### src/rtl/fl_pkg.sv
package fl_pkg;
  localparam int FL_CNT_W = 13;

  typedef enum logic [1:0] {
    FL_OP_HOLD,
    FL_OP_LOAD,
    FL_OP_DEC,
    FL_OP_CLR
  } fl_op_e;

  // Clear beats load, load beats a tick, and a tick only counts while active.
  function automatic fl_op_e fl_pick_op(input logic clr, input logic load,
                                        input logic tick, input logic active);
    if (clr)                 return FL_OP_CLR;
    else if (load)           return FL_OP_LOAD;
    else if (tick && active) return FL_OP_DEC;
    else                     return FL_OP_HOLD;
  endfunction

  function automatic logic fl_start_ok(input logic run, input logic en,
                                       input logic cause, input logic cnt_nz);
    return run && en && cause && cnt_nz;
  endfunction
endpackage

### src/rtl/fl_run_edge.sv
module fl_run_edge (
  input  logic clk,
  input  logic rst_n,
  input  logic run_in,
  output logic run_rise
);
  logic run_q;

  always_ff @(posedge clk or negedge rst_n) begin
    if (!rst_n) run_q <= 1'b0;
    else        run_q <= run_in;
  end

  assign run_rise = run_in && !run_q;
endmodule

### src/rtl/fl_interval_cnt.sv
module fl_interval_cnt
  import fl_pkg::*;
#(
  parameter int CNT_W = FL_CNT_W
) (
  input  logic             clk,
  input  logic             rst_n,
  input  logic             clr,
  input  logic             load,
  input  logic [CNT_W-1:0] load_val,
  input  logic             tick,
  output logic             active,
  output logic             expire_evt
);
  localparam logic [CNT_W-1:0] ONE = CNT_W'(1);

  logic [CNT_W-1:0] remain_q;
  fl_op_e           op;

  assign active     = (remain_q != '0);
  assign op         = fl_pick_op(clr, load, tick, active);
  assign expire_evt = (op == FL_OP_DEC) && (remain_q == ONE);

  always_ff @(posedge clk or negedge rst_n) begin
    if (!rst_n) begin
      remain_q <= '0;
    end else begin
      case (op)
        FL_OP_CLR:  remain_q <= '0;
        FL_OP_LOAD: remain_q <= load_val;
        FL_OP_DEC:  remain_q <= remain_q - ONE;
        default:    remain_q <= remain_q;
      endcase
    end
  end
endmodule

### src/rtl/fl_pump_sel.sv
module fl_pump_sel (
  input  logic active,
  output logic switch_on,
  output logic cp2_sel,
  output logic cp1_sel
);
  assign switch_on = active;
  assign cp2_sel   = active;
  assign cp1_sel   = !active;
endmodule

### src/rtl/fastlock_timer.sv
module fastlock_timer
  import fl_pkg::*;
#(
  parameter int CNT_W = FL_CNT_W
) (
  input  logic             clk,
  input  logic             rst_n,
  input  logic             pfd_tick,
  input  logic             fast_en,
  input  logic [CNT_W-1:0] fast_count,
  input  logic             freq_chg,
  input  logic             pll_run,
  output logic             switch_on,
  output logic             cp2_sel,
  output logic             cp1_sel,
  output logic             busy
);
  logic run_rise;
  logic start_evt;
  logic expire_evt;
  logic clr_evt;

  fl_run_edge u_edge (
    .clk      (clk),
    .rst_n    (rst_n),
    .run_in   (pll_run),
    .run_rise (run_rise)
  );

  assign start_evt = fl_start_ok(pll_run, fast_en, freq_chg || run_rise,
                                 fast_count != '0);
  assign clr_evt   = !pll_run;

  fl_interval_cnt #(.CNT_W(CNT_W)) u_cnt (
    .clk        (clk),
    .rst_n      (rst_n),
    .clr        (clr_evt),
    .load       (start_evt),
    .load_val   (fast_count),
    .tick       (pfd_tick),
    .active     (busy),
    .expire_evt (expire_evt)
  );

  fl_pump_sel u_sel (
    .active    (busy),
    .switch_on (switch_on),
    .cp2_sel   (cp2_sel),
    .cp1_sel   (cp1_sel)
  );
endmodule

### config.mk
export PLATFORM = sky130hd
export DESIGN_NAME = fastlock_timer
export DESIGN_NICKNAME = d
export VERILOG_FILES = /design/src/rtl/fl_pkg.sv /design/src/rtl/fl_run_edge.sv /design/src/rtl/fl_interval_cnt.sv /design/src/rtl/fl_pump_sel.sv /design/src/rtl/fastlock_timer.sv
export SDC_FILE = /design/constraint.sdc
export NUM_CORES = 1
export LEC_CHECK = 0
export CELL_PAD_IN_SITES_DETAIL_PLACEMENT = 1
export CELL_PAD_IN_SITES_GLOBAL_PLACEMENT = 1
export CORE_AREA = 2 2 65 49
export DETAILED_ROUTE_END_ITERATION = 6
export DIE_AREA = 0 0 67 51
export GPL_ROUTABILITY_DRIVEN = 0
export GPL_TIMING_DRIVEN = 0
export PLACE_DENSITY_LB_ADDON = 0.2
export SLEW_MARGIN = 20
export SYNTH_ARGS = -nofsm -noshare
export SYNTH_HDL_FRONTEND = slang
export SYNTH_HIERARCHICAL = 1
export SYNTH_SLANG_ARGS = --single-unit
### constraint.sdc
create_clock -name clk -period 4.48 [get_ports clk]
set_clock_uncertainty 0.05 [all_clocks]
set_input_delay 0.448 -clock clk [delete_from_list [all_inputs] [get_ports clk]]
set_output_delay 0.448 -clock clk [all_outputs]
set_load 0.05 [all_outputs]
======== Yosys cells after proc, flatten, opt, wreduce, memory -nomap -nowiden ========
Index checks and enable logic that the tools add are counted.
word-level totals
  flip-flop bits (word level) ............. 14
  input port bits ......................... 19
cells by class
  reduce and logical (&&, ||, !) cells .... 11
  mux-type cells .......................... 4
  add/sub/neg operators ................... 1
  eq/ne operators ......................... 3
operators by type and width
  kind                   number
  $pmux 13 s3            1
  $reduce_bool 13->1     2
  $sub 13x1->13 const B  1
  $mux 2                 3
  $logic_and 1x1->1      5
  $eq 2x2->1 const B     2
  $reduce_bool 3->1      1
  $eq 2x1->1 const B     1
  $logic_not 1->1        2
  $logic_or 1x1->1       1

======== Logic depth before layout (Yosys ltp) ========
  word-level depth ........................ 9
  depth in mapped cells ................... 8

======== Modules after synthesis ========
Netlist, hierarchy kept.
modules (own cells, without submodules)
  module           times used  cells each  seq. area each (sq um)  area each (sq um)
  fl_interval_cnt  1           103         325.3                   960.9
  fastlock_timer   1           7           0.0                     46.3
  fl_run_edge      1           2           25.0                    38.8
  fl_pump_sel      1           3           0.0                     18.8

======== Least setup slack after synthesis ========
No wires, ideal clock.
  path kind ............................... register to output
  start ................................... register u_cnt.remain_q[8]
  end ..................................... output cp1_sel
  data required time ...................... 3.982 ns
  path slack .............................. 1.765 ns
  cell stages (with the launch flop) ...... 4
  arrival ................................. 2.217 ns
  cell sequence ........................... dfrtp_1 > nor4_1 > nand4_1 > inv_1
between the ends
  cells in the longest elaborated chain, start to end .. 2
RTL lines
  item                      line                   RTL
  start: declaration        fl_interval_cnt.sv:17  logic [CNT_W-1:0] remain_q;
  start signal: assignment  fl_interval_cnt.sv:30  FL_OP_LOAD: remain_q <= load_val;
  start signal: assignment  fl_interval_cnt.sv:31  FL_OP_DEC: remain_q <= remain_q - ONE;
  start signal: assignment  fl_interval_cnt.sv:32  default: remain_q <= remain_q;
  $reduce_bool 13->1        fl_interval_cnt.sv:20  assign active = (remain_q != '0);
  named net busy            fastlock_timer.sv:16   output logic busy
  $logic_not 1->1           fl_pump_sel.sv:9       assign cp1_sel = !active;
  end: declaration          fastlock_timer.sv:15   output logic cp1_sel,
The timed path passes the listed nets, and every way through them passes these cells.

======== Final worst setup path ========
  start ................................... register u_cnt.remain_q[8]
  end ..................................... output switch_on
between the ends
  cells in the longest elaborated chain, start to end .. 1
RTL lines
  item                line                   RTL
  $reduce_bool 13->1  fl_interval_cnt.sv:20
  end: declaration    fastlock_timer.sv:13   output logic switch_on,
Every way passes these cells.

==> metrics.txt <==
status=finished, final reports clean; final hold vios=0; Pwr Total=0.6514 mW; Finish-stage setup viols=0; DP HPWL=2471 µm; drt total wl=3213 µm; Post-CTS Setup Inserts=0; initial drt markers=63; Slew Limit Fails=0; first-pass GRT wire length=around 5300 µm; cell area after synthesis=1046 µm²; CTS tree=done; die height=51 µm; internal power=0.3708 mW; Starting Density=0.3616; peak supply drop=176.2 µV; worst hold path class=reg -> reg; Hold Crit Start=u_cnt/remain_q[6]; commonest non-fill, non-tap cell in the layout=clkdlybuf4s50_1; final routed DRC violation total=0; Max-Cap Viols=0; CP top delay family=simple AND/OR/NAND/NOR gates; CP required=3.98 ns; Area Overhead vs Synth=29.90%; setup slack, reg-to-reg=2.22 ns; Std-Cell Core Area=2893 µm²; arrival time worst endpoint=2.74 ns; vias in the first global route=~1,100; antenna cells=0; largest net degree at the start of global routing=15; combinational power share=0.524; slowest CP cell=nor4_1; CTS root buf=clkbuf_8; GR Util All Layers=0.2089; DR WL/cell=18.26 µm; pre-CTS setup slack=1.350 ns; Lkg Pwr=~0.55 nW; Vias=1,013; Sink Count=14; cell row count=17; CTS resizes=0; # H-tree levels=1; port bufs=21; full die area=3417 µm²; final setup margin=around 1.2 ns; Die X=67 µm; CTS Buf Count=3; CP startpoint=u_cnt/remain_q[8]; Power Density=479.4 nW/µm²; Crit path largest cell delay=approximately 0.74 ns; Sw Ratio=0.4308; worst reg2reg path startpoint=u_cnt/remain_q[8]; Worst Hold End=u_cnt/remain_q[6]; Syn Area/Cell=9.257 µm²; NumNets Final=160; Worst Tran Pin Value=0.8124 ns; Layout Utilization=0.4697; Clock Power Share=0.196; Clock Latency Late Sink=0.25 ns; remaining global-route overflow=0; length of the first detailed-routing pass in iterations=4; critical path endpoint category=output port; post-route minimum period=3.238 ns; Post-CTS Hold Fix Bufs=0; Gate Count Post-Synth=around 110; Mapped Nets=~130; worst-path maximum fanout=6; fin crit share=0.7227; antenna violations before repair=0; Via density=~5.8; CP Cell Sequence=nor4_1 > nand4_1 > buf_4 > clkdlybuf4s50_1; setup_tns=0 ns; most frequent cells in the layout=clkdlybuf4s50_1 (21), dfrtp_1 (14), nor2_1 (10); Reg power frac=0.281; Routed Antenna Nets=0; CP Buf/Inv Count=2; Slew headroom=0.4534; layout cells sized above 1=0.1812; RSZ-0062 raised after global routing=no; fmax=about 310 MHz; clock tree buffer depth=2; Crit Path Class=reg -> out; worst hold slack=0.5520 ns; Hold Path Stages=2; clock-pin transition on the worst setup and hold timing paths=0.06 ns; I/O Pins=23; Yosys Warn Count=6; P_sw=between 0.2 and 0.3 mW; r2r endpoint=u_cnt/remain_q[4]; FF-to-FF path depth=5; Startpoint Class=flip-flop
power groups by stage:
stage               combinational [mW]  sequential (mW)  clock, mW
floorplan                        0.245            0.174          0
global route                     0.369            0.185      0.137
global placement                 0.328            0.181          0
CTS                              0.341            0.181      0.131
finish                           0.341            0.183      0.127
detailed placement               0.339            0.183          0
per-stage QoR:
stage          instances  area, µm²
6_report             176       1359
5_1_grt              176       1359
4_1_cts              176       1359
3_5_place_dp         172       1304
3_3_place_gp         172       1304
2_1_floorplan        113       1046
how the worst max path moves through the flow:
stage / end / depth (start not counted)
3_5_place_dp: u_cnt/remain_q[11] / 9
4_1_cts: switch_on / 4
2_1_floorplan: cp1_sel / 3
6_report: switch_on / 4
3_3_place_gp: u_cnt/remain_q[6] / 8
5_1_grt: cp1_sel / 4
tightest hold or removal path: stages, from the launching register on:
cell      delay [ns]
dfrtp_1         0.37
o211ai_1        0.10
o311ai_0        0.09
registers in the layout (all words and copies together) (netlist names):
| signal | flops |
|---|---|
| u_edge/run_q | 1 |
| u_cnt/remain_q | 13 |
metal layers:
layer,up-vias,track usage,share of wire
li1,488,-,-
met1,496,0.2844,0.48
met2,27,0.3350,0.47
met3,2,0.05507,0.040
met4,0,0.03741,0.0053
met5,-,0,0
final cells by class:
type | instances | area, µm²
plain buffers | 6 | 61.31
flip-flops and latches | 14 | 350.3
multi-input cells | 85 | 604.3
well taps | 38 | 47.55
clock buffers | 4 | 55.05
fillers | 342 | 1534
repair buffers | 21 | 210.2
inverters | 8 | 30.03
(Power assumes the default switching activity.)
